$ cat src/rtl/fa_pkg.sv
package fa_pkg;
  typedef enum logic [1:0] {
    ST_SEARCH = 2'd0,
    ST_VERIFY = 2'd1,
    ST_LOCKED = 2'd2
  } fa_state_e;

  localparam int unsigned BYTE_W = 8;
endpackage

$ cat src/rtl/fa_window.sv
// Sliding bit window with sync / complemented-sync comparison.
module fa_window #(
  parameter int W = 8
) (
  input  logic         clk,
  input  logic         rst_n,
  input  logic         bit_in,
  input  logic         bit_valid,
  input  logic [W-1:0] ref_sync,
  output logic [W-1:0] win,
  output logic         hit_true,
  output logic         hit_comp
);
  localparam int FW = (W > 2) ? $clog2(W) : 1;
  localparam logic [FW-1:0] FILL_MAX = FW'(W - 1);

  logic [W-2:0]  sr_q, sr_d;
  logic [FW-1:0] fill_q, fill_d;
  logic          full;

  assign full = (fill_q == FILL_MAX);

  always_comb begin
    win    = {sr_q, bit_in};
    sr_d   = win[W-2:0];
    fill_d = full ? fill_q : fill_q + 1'b1;
  end

  assign hit_true = bit_valid && full && (win == ref_sync);
  assign hit_comp = bit_valid && full && (win == ~ref_sync);

  always_ff @(posedge clk or negedge rst_n) begin
    if (!rst_n) begin
      sr_q   <= '0;
      fill_q <= '0;
    end else if (bit_valid) begin
      sr_q   <= sr_d;
      fill_q <= fill_d;
    end
  end
endmodule

$ cat src/rtl/fa_track.sv
// Search / verify / lock sequencer, block position counter and polarity vote.
module fa_track #(
  parameter int W        = 8,
  parameter int LEN_A    = 204,
  parameter int LEN_B    = 147,
  parameter int LOCK_CNT = 3,
  parameter int LOSS_CNT = 4
) (
  input  logic clk,
  input  logic rst_n,
  input  logic bit_valid,
  input  logic mode_strip,
  input  logic hit_true,
  input  logic hit_comp,
  output logic locked,
  output logic pol,
  output logic emit,
  output logic start
);
  import fa_pkg::*;

  localparam int BITS_A = LEN_A * W;
  localparam int BITS_B = LEN_B * W;
  localparam int PW     = $clog2(BITS_A);
  localparam int LW     = $clog2(W);
  localparam int HW     = $clog2(LOCK_CNT + 1);
  localparam int MW     = $clog2(LOSS_CNT + 1);
  localparam logic [PW-1:0] LAST_A    = PW'(BITS_A - 1);
  localparam logic [PW-1:0] LAST_B    = PW'(BITS_B - 1);
  localparam logic [PW-1:0] FIRST_END = PW'(W - 1);
  localparam logic [HW-1:0] HITS_FULL = HW'(LOCK_CNT - 1);
  localparam logic [HW:0]   LOCK_K    = (HW + 1)'(LOCK_CNT);
  localparam logic [MW-1:0] MISS_LAST = MW'(LOSS_CNT - 1);

  fa_state_e     state_q, state_d;
  logic [PW-1:0] pos_q, pos_d, pos_step, blk_last;
  logic [HW-1:0] hits_q, hits_d, comps_q, comps_d, comps_sum;
  logic [MW-1:0] miss_q, miss_d;
  logic          pol_q, pol_d;
  logic          hit, at_sync, byte_end, live, lock_now, drop_now;

  assign blk_last  = mode_strip ? LAST_B : LAST_A;
  assign hit       = hit_true | hit_comp;
  assign at_sync   = (state_q == ST_SEARCH) || (pos_q == blk_last);
  assign pos_step  = (pos_q == blk_last) ? '0 : pos_q + 1'b1;
  assign comps_sum = comps_q + HW'(hit_comp);

  // next-state process
  always_comb begin
    state_d  = state_q;
    pos_d    = pos_q;
    hits_d   = hits_q;
    comps_d  = comps_q;
    miss_d   = miss_q;
    pol_d    = pol_q;
    lock_now = 1'b0;
    drop_now = 1'b0;
    if (bit_valid) begin
      unique case (state_q)
        ST_SEARCH: begin
          if (hit) begin
            pos_d   = '0;
            hits_d  = HW'(1);
            comps_d = comps_sum;
            if (hits_q == HITS_FULL) lock_now = 1'b1;
            else                     state_d  = ST_VERIFY;
          end
        end
        ST_VERIFY: begin
          pos_d = pos_step;
          if (at_sync) begin
            if (hit) begin
              hits_d  = hits_q + 1'b1;
              comps_d = comps_sum;
              if (hits_q == HITS_FULL) lock_now = 1'b1;
            end else begin
              state_d = ST_SEARCH;
              hits_d  = '0;
              comps_d = '0;
            end
          end
        end
        ST_LOCKED: begin
          pos_d = pos_step;
          if (at_sync) begin
            if (hit) begin
              miss_d = '0;
            end else if (miss_q == MISS_LAST) begin
              drop_now = 1'b1;
              state_d  = ST_SEARCH;
              miss_d   = '0;
              hits_d   = '0;
              comps_d  = '0;
            end else begin
              miss_d = miss_q + 1'b1;
            end
          end
        end
        default: state_d = ST_SEARCH;
      endcase
      if (lock_now) begin
        state_d = ST_LOCKED;
        miss_d  = '0;
        hits_d  = '0;
        comps_d = '0;
        pol_d   = ({comps_sum, 1'b0} > LOCK_K);
      end
    end
  end

  // register process
  always_ff @(posedge clk or negedge rst_n) begin
    if (!rst_n) begin
      state_q <= ST_SEARCH;
      pos_q   <= '0;
      hits_q  <= '0;
      comps_q <= '0;
      miss_q  <= '0;
      pol_q   <= 1'b0;
    end else if (bit_valid) begin
      state_q <= state_d;
      pos_q   <= pos_d;
      hits_q  <= hits_d;
      comps_q <= comps_d;
      miss_q  <= miss_d;
      pol_q   <= pol_d;
    end
  end

  assign byte_end = (state_q == ST_SEARCH) || (pos_q[LW-1:0] == LW'(W - 1));
  assign live     = (state_q == ST_LOCKED) || lock_now;
  assign emit     = bit_valid && byte_end && live && !drop_now &&
                    !(mode_strip && at_sync);
  assign start    = mode_strip ? (pos_q == FIRST_END) : at_sync;
  assign pol      = lock_now ? pol_d : pol_q;
  assign locked   = (state_q == ST_LOCKED);

  AST_LOCK_AFTER_RUN: assert property (@(posedge clk) disable iff (!rst_n)
    $rose(locked) |-> ($past(hits_q) == HITS_FULL));

  AST_LOSS_AFTER_MISSES: assert property (@(posedge clk) disable iff (!rst_n)
    $fell(locked) |-> ($past(miss_q) == MISS_LAST));

  AST_POL_HELD: assert property (@(posedge clk) disable iff (!rst_n)
    (locked && $past(locked)) |-> $stable(pol_q));
endmodule

$ cat src/rtl/fa_emit.sv
// Output register stage: polarity correction, valid and block-start marking.
module fa_emit #(
  parameter int W     = 8,
  parameter int LEN_A = 204,
  parameter int LEN_B = 147
) (
  input  logic         clk,
  input  logic         rst_n,
  input  logic [W-1:0] win,
  input  logic         pol,
  input  logic         emit,
  input  logic         start,
  input  logic         locked,
  input  logic         mode_strip,
  output logic [W-1:0] byte_out,
  output logic         byte_valid,
  output logic         block_start
);
  localparam int CW = $clog2(LEN_A + 1);

  logic [W-1:0] data_q, data_d;
  logic         valid_q, start_q;

  assign data_d = pol ? ~win : win;

  always_ff @(posedge clk or negedge rst_n) begin
    if (!rst_n) begin
      data_q <= '0;
    end else if (emit) begin
      data_q <= data_d;
    end
  end

  always_ff @(posedge clk or negedge rst_n) begin
    if (!rst_n) begin
      valid_q <= 1'b0;
      start_q <= 1'b0;
    end else begin
      valid_q <= emit;
      start_q <= emit && start;
    end
  end

  assign byte_out    = data_q;
  assign byte_valid  = valid_q;
  assign block_start = start_q;

  // block length observer for the assertions below
  logic [CW-1:0] cnt_q, out_len;
  logic          seen_q;

  assign out_len = mode_strip ? CW'(LEN_B - 1) : CW'(LEN_A);

  always_ff @(posedge clk or negedge rst_n) begin
    if (!rst_n) begin
      cnt_q  <= '0;
      seen_q <= 1'b0;
    end else if (!locked) begin
      cnt_q  <= '0;
      seen_q <= 1'b0;
    end else if (valid_q) begin
      cnt_q  <= start_q ? CW'(1) : cnt_q + 1'b1;
      seen_q <= seen_q | start_q;
    end
  end

  AST_VALID_LOCKED: assert property (@(posedge clk) disable iff (!rst_n)
    byte_valid |-> locked);

  AST_BLOCK_LEN: assert property (@(posedge clk) disable iff (!rst_n)
    (byte_valid && block_start && seen_q) |-> (cnt_q == out_len));

  AST_NO_OVERRUN: assert property (@(posedge clk) disable iff (!rst_n)
    (byte_valid && !block_start) |-> (cnt_q < out_len));
endmodule

$ cat src/rtl/frame_aligner.sv
// Transport frame aligner top level.
module frame_aligner #(
  parameter int          LEN_A    = 204,
  parameter int          LEN_B    = 147,
  parameter int          LOCK_CNT = 3,
  parameter int          LOSS_CNT = 4,
  parameter logic [7:0]  SYNC_A   = 8'h47
) (
  input  logic       clk,
  input  logic       rst_n,
  input  logic       bit_in,
  input  logic       bit_valid,
  input  logic       mode,
  input  logic [7:0] sync_val,
  output logic [7:0] byte_out,
  output logic       byte_valid,
  output logic       block_start,
  output logic       locked
);
  localparam int W = fa_pkg::BYTE_W;

  logic [W-1:0] ref_sync, win;
  logic         hit_true, hit_comp, pol, emit, start;

  assign ref_sync = mode ? sync_val : SYNC_A;

  fa_window #(.W(W)) u_win (
    .clk      (clk),
    .rst_n    (rst_n),
    .bit_in   (bit_in),
    .bit_valid(bit_valid),
    .ref_sync (ref_sync),
    .win      (win),
    .hit_true (hit_true),
    .hit_comp (hit_comp)
  );

  fa_track #(
    .W(W), .LEN_A(LEN_A), .LEN_B(LEN_B),
    .LOCK_CNT(LOCK_CNT), .LOSS_CNT(LOSS_CNT)
  ) u_track (
    .clk       (clk),
    .rst_n     (rst_n),
    .bit_valid (bit_valid),
    .mode_strip(mode),
    .hit_true  (hit_true),
    .hit_comp  (hit_comp),
    .locked    (locked),
    .pol       (pol),
    .emit      (emit),
    .start     (start)
  );

  fa_emit #(.W(W), .LEN_A(LEN_A), .LEN_B(LEN_B)) u_emit (
    .clk        (clk),
    .rst_n      (rst_n),
    .win        (win),
    .pol        (pol),
    .emit       (emit),
    .start      (start),
    .locked     (locked),
    .mode_strip (mode),
    .byte_out   (byte_out),
    .byte_valid (byte_valid),
    .block_start(block_start)
  );

  AST_VALID_AFTER_BIT: assert property (@(posedge clk) disable iff (!rst_n)
    byte_valid |-> $past(bit_valid));
endmodule

$ cat config.mk
export PLATFORM = sky130hd
export DESIGN_NAME = frame_aligner
export DESIGN_NICKNAME = d
export VERILOG_FILES = /design/src/rtl/fa_pkg.sv /design/src/rtl/fa_window.sv /design/src/rtl/fa_track.sv /design/src/rtl/fa_emit.sv /design/src/rtl/frame_aligner.sv
export SDC_FILE = /design/constraint.sdc
export NUM_CORES = 1
export LEC_CHECK = 0
export BUFFER_PORTS_ARGS = -buffer_cell sky130_fd_sc_hd__buf_2
export CAP_MARGIN = 15
export CORE_MARGIN = 8
export CORE_UTILIZATION = 55
export DETAILED_ROUTE_END_ITERATION = 7
export PLACE_DENSITY = 0.8
export SLEW_MARGIN = 20
export SYNTH_ARGS = -nofsm -noshare
export SYNTH_HDL_FRONTEND = slang
export SYNTH_SLANG_ARGS = --single-unit
export TNS_END_PERCENT = 1
$ cat constraint.sdc
create_clock -name clk -period 4 [get_ports clk]
set_input_delay 0.4 -clock clk [delete_from_list [all_inputs] [get_ports clk]]
set_output_delay 0.4 -clock clk [all_outputs]
set_load 0.01 [all_outputs]
# Word-level counts from Yosys, hierarchy flattened
# Cells that the tools add are included.
# classes
addsub,5
order_cmp,1
n_eq_ne,18
n_mux,45
bitwise,4
n_reduce_logical,25
# ops
cell,count
2-to-1 mux 2 bit,16
2-to-1 mux 11 bit,2
case mux 11 bit (2 select lines),1
case mux 2 bit (3 select lines),3
equality test 8 bit,2
2-to-1 mux 8 bit,2
NOT 8 bit,2
2-to-1 mux 3 bit,5
2-to-1 mux 1 bit,14
"adder 11 x 1 -> 11 bit, second input constant",1
equality test 11 bit,1
"equality test 11 x 3 -> 1 bit, second input constant",1
2-to-1 mux 10 bit,1
logical AND 1 bit,9
"!= test 3 x 1 -> 1 bit, second input constant",3
"!= test 3 bit, second input constant",3
AND reduction 8 bit,1
AND reduction 7 bit,1
"adder 3 x 1 -> 3 bit, second input constant",2
"equality test 3 bit, second input constant",2
AND reduction 3 bit,2
nonzero test 2 bit,3
"equality test 2 bit, second input constant",2
nonzero test 4 bit,1
15 further kinds,18
# totals
register_bits,41
input_bits,13
out_inout_bits,11

# Logic depth before layout (Yosys ltp)
# logic_depth
word_depth,15
mapped_depth,13
mapped_depth_nobuf,11

# Cells and area by module
# A second synthesis with hierarchy kept.
# unflattened
cells_unflattened,246
hier_area_um2,2462.4
# by_module_without_submodules
mod,n_inst,cells_each,area_per_inst_um2,seq_area_each_um2
fa_track,1,159,1447.6,525.5
fa_window,1,41,538.0,250.2
fa_emit,1,38,426.7,250.2
frame_aligner,1,8,50.0,0.0

# Worst setup path before layout
# OpenSTA, ideal clock, no wires.
# synth_path
path_kind,reg-to-reg
start,reg u_track.pos_q[6]
end,reg u_track.state_q[0]
setup_ns,0.125
arrival_time_ns,2.541
required_time_ns,3.875
path_slack_ns,1.334
path_stages_with_launch,8
n_path_buf,0
synth_period_minus_slack_ns,2.666
path_cell_list,dfrtp_1 > or4b_4 > a2111oi_4 > a21oi_2 > nand2b_4 > o21a_1 > or3b_4 > mux2_4
# synth_via
elab_chain_len,7
# synth_lines
item,line,rtl
start: declaration,fa_track.sv:36,"logic [PW-1:0] pos_q, pos_d, pos_step, blk_last;"
start signal: assignment,fa_track.sv:122,pos_q <= pos_d;
equality test 11 bit (*),fa_track.sv:44,assign at_sync = (state_q == ST_SEARCH) || (pos_q == blk_last);
logical OR 1 bit (*),fa_track.sv:44,
2-to-1 mux 1 bit,fa_track.sv:71,if (at_sync) begin
case mux 1 bit (2 select lines),fa_track.sv:59,unique case (state_q)
2-to-1 mux 1 bit,fa_track.sv:58,if (bit_valid) begin
!= test 3 bit (no line) (tied with other cells),-,
AND reduction 8 bit (no line),-,
end signal: assignment,fa_track.sv:121,state_q <= state_d;
end: declaration,fa_track.sv:35,"fa_state_e state_q, state_d;"
# Every way passes the cells marked *; elsewhere a longest branch is shown, timed or not. The select of a mux whose other input is x is not followed.
# A chain may end at the register's enable or synchronous reset.

# Worst setup path in the final report
# layout_path
start,reg u_track.pos_q[2]
end,reg u_track.miss_q[0]
# layout_via
elab_chain_len,7
# layout_lines
item,line,rtl
equality test 11 bit (*),fa_track.sv:44,
logical OR 1 bit (*),fa_track.sv:44,
2-to-1 mux 1 bit,fa_track.sv:71,
case mux 1 bit (2 select lines),fa_track.sv:59,
2-to-1 mux 1 bit,fa_track.sv:58,
nonzero test 2 bit (no line),-,
AND reduction 3 bit (no line),-,
end signal: assignment,fa_track.sv:125,miss_q <= miss_d;
end: declaration,fa_track.sv:38,"logic [MW-1:0] miss_q, miss_d;"
# Marks and branches as above.

==> key figures <==
Synthesis
  – YS warnings: 0
  – Async set or reset register ratio after synthesis: 100%
  – Register bit total from synthesis: between 40 and 50
  – Yosys cell types: between 50 and 60
  – Sequential cell area fraction in the yosys report: a little over a third
  – Synthesized area: 2960 um^2
  – Syn nets: 350
  – Prevailing post-synth register cell: dfrtp_1
  – Post-synth EDFFs: 0
  – Avg Inst Size Synth: 9.10 um^2
  – Cells after synthesis: ~330

STA
  – Crit path time final: 2.95 ns
  – Pins Over Slew Limit: 0
  – # setup viols final: 0
  – Slew Limit Headroom: 40.6%
  – Final TNS setup: 0 ns
  – RSZ-0062 raised after global routing: no
  – Final Hold Fails: 0
  – Worst Max-Slew Pin Slew: just under 0.9 ns
  – Period utilisation layout: between 70% and 80%
  – Fmax: ~0.34 GHz
  – Worst Clk Skew: about 0.0077 ns

Routing
  – WL/cell: 14.9 um
  – Vias: 2,372
  – Detailed Route Iter0 Violations: about 110
  – Routed WL: slightly above 6 mm
  – # DRC: 0
  – Via density: around 5.8
  – First drt pass iteration count: 4
  – Number of routed nets with antenna violations: 0

Placed design
  – Port bufs: 23
  – RePlAce Congestion: 0.893
  – Placed cell areas: around 3000 um^2
  – DPL Wire Length: about 4.3 mm

Die
  – Die height: 89.3 um
  – Rows: 26
  – Die Wd: between 80 and 90 um
  – # IOs: 24
  – Starting Density: a little under three fifths
  – Core footprint: a little over 5000 um^2
  – Die ar.: 7980 um^2

Final layout
  – Register Area: roughly 1000 um^2
  – Layout area overhead: 8.38%
  – Most common cell after layout, fill and taps aside: dfrtp_1
  – Share of post-route cells with drive strength above 1: approximately 18%
  – Finished Cell Area: 3210 um^2
  – Fin nets: between 300 and 400
  – Area of the multi-input gates: roughly 1800 um^2
  – Layout fillers: around 450
  – Antenna fix cells: 0
  – Leading cell types in the layout, fill and taps excluded: dfrtp_1 (41), nor2_1 (28), nand2b_1 (24), buf_2 (23), nand2_1 (17)

Global route
  – All-Layer GR Usage: 17.0%
  – First-pass GRT wire length: 10.8 mm
  – Initial antenna violation count: 0
  – Grt total ovfl: 0
  – Largest net degree at the start of global routing: between 40 and 50
  – Number of global-route vias before repair: about 2.3k

Min path
  – Hold Path Class: input pin to asynchronous set/reset pin

Outcome
  – Status: finished, final reports clean

Critical path
  – CP startpoint kind: flop
  – Worst R2R Path Depth: 8
  – R2R Setup Slk: between 1 and 1.5 ns
  – Reg-to-Reg End: u_track.miss_q[0]$_DFFE_PN0P_
  – Setup CP Type: flop to flop
  – Crit end category: flop
  – Crit Path Max Fanout: 19
  – R2r startpoint: u_track.pos_q[2]$_DFFE_PN0P_
  – Worst Setup SP: u_track.pos_q[2]$_DFFE_PN0P_
  – Worst Path Required: 4.18 ns
  – Worst Path Arrival: approximately 3.1 ns

Clocking
  – Post-CTS Hold Buffers: 0
  – Post-CTS resize count: 0
  – Post-CTS Setup Inserts: 0
  – Reg clk slew, reported paths: around 0.08 ns
  – Clk_lat worst skew: 0.29 ns
  – CTS tree: done
  – CTS Buf Count: 5
  – TritonCTS Sinks: 41
  – CTS root buffer: clkbuf_8
  – Max Root-Sink Buffers: 2
  – H-tree depth: 2

Pwr
  – Clk pwr share: approximately a quarter
  – Reg power frac: a little under half
  – Max VDD drop: around 0.32 mV
  – Pint: between 800 and 900 uW
  – Static Leak: about 1.5 nW
  – Pwr per Cell Area: about 420 nW/um^2
  – Comb pwr share: between 20% and 30%
  – Switch Pwr: between 400 and 500 uW
  – Switching Fraction: between 30 and 40%

Job
  – Max Cap Viol: 0
[synthesized netlist by cell type, types with 3 or more instances]
master / count / area share, %
buf_2: 3 / 0.51
o211a_1: 8 / 2.7
xnor2_1: 4 / 1.2
a21oi_1: 7 / 1.2
nor3b_1: 3 / 0.76
mux2_2: 14 / 5.3
mux2i_1: 10 / 3.4
clkbuf_1: 12 / 1.5
nor2b_1: 4 / 0.85
nand2b_1: 24 / 5.1
o31ai_1: 5 / 1.3
and3_1: 5 / 1.1
o41ai_1: 3 / 0.89
o21ai_0: 16 / 2.7
dfrtp_1: 41 / 35
a31oi_1: 4 / 0.85
xor2_1: 5 / 1.5
o32ai_1: 3 / 0.89
inv_1: 16 / 2.0
o211ai_1: 3 / 0.76
nand3_1: 10 / 1.7
buf_4: 4 / 1.0
and2_1: 11 / 2.3
nor2_1: 28 / 3.6
or2_2: 4 / 0.85
nor3_1: 5 / 0.85
ha_1: 12 / 5.1
a22oi_1: 8 / 2.0
nand2_1: 17 / 2.2
[stage by stage]
stage / util [%] / hold WS (ns) / setup WS, ns / total power [mW] / std cells
after global routing: 62.4 / 0.313 / 0.835 / 1.44 / 408
after detailed placement: 60.1 / 0.467 / 1.06 / 1.01 / 400
final: 62.4 / 0.226 / 1.05 / 1.34 / 408
after CTS: 62.4 / 0.256 / 1.07 / 1.36 / 408
after global placement: 60.1 / 0.460 / 1.15 / 0.984 / 400
after floorplan: - / 0.104 / 1.33 / 0.898 / 325
[worst max path at each step]
stage | endpoint | cells past startpoint
floorplan | u_track.state_q[0]$_DFFE_PN0P_ | 7
global placement | u_track.pos_q[10]$_DFFE_PN0P_ | 8
detailed placement | u_track.pos_q[10]$_DFFE_PN0P_ | 8
CTS | u_track.miss_q[0]$_DFFE_PN0P_ | 8
global route | u_emit.byte_out[3]$_DFFE_PN0P_ | 9
finish | u_track.miss_q[0]$_DFFE_PN0P_ | 8
[layer usage]
metal	track usage, %	routed length, um	vias to the layer above
li1	-	-	1177
met1	21.5	2710	1140
met2	28.6	3040	48
met3	3.49	295	7
met4	4.53	55	0
met5	0	0	-
[state kept, by name (all words and copies together), names as in the netlist]
signal              flops
u_emit.block_start      1
u_emit.byte_out         8
u_emit.byte_valid       1
u_track.comps_q         2
u_track.hits_q          2
u_track.miss_q          3
u_track.pol_q           1
u_track.pos_q          11
u_track.state_q         2
u_win.fill_q            3
u_win.sr_q              7
[area by class of cell]
class | count | area share (%)
multi-input combinational | 246 | 55.2
sequential | 41 | 32.0
timing repair buffer | 27 | 4.53
tap | 70 | 2.73
clock buffer | 7 | 2.69
inverter | 16 | 1.87
clock inverter | 1 | 0.937
[cell families after synthesis]
logic type	Yosys count	synth area share [%]
flops	41	34.7
buf+inv	38	5.71
mux	25	9.22
simple gates	129	24.8
fa+ha+maj	12	5.08
compound gates	71	17.9
xor+xnor	9	2.66
[power groups by stage]
stage,sequential [mW],clock (mW),combinational (mW)
after detailed placement,0.635,0,0.372
after global placement,0.627,0,0.356
after CTS,0.627,0.357,0.373
after global routing,0.646,0.374,0.419
after floorplan,0.584,0,0.314
final,0.629,0.347,0.365
[worst max-delay path: stages (launching register included)]
cell and delay [ns]:
dfrtp_1 0.55, or4b_4 0.53, a2111oi_4 0.42, a21oi_2 0.16, nor2_1 0.17, buf_4 0.25
nand3_1 0.13, a211o_1 0.35, mux2_2 0.28
Note: power is estimated with default switching activity, not from simulation.
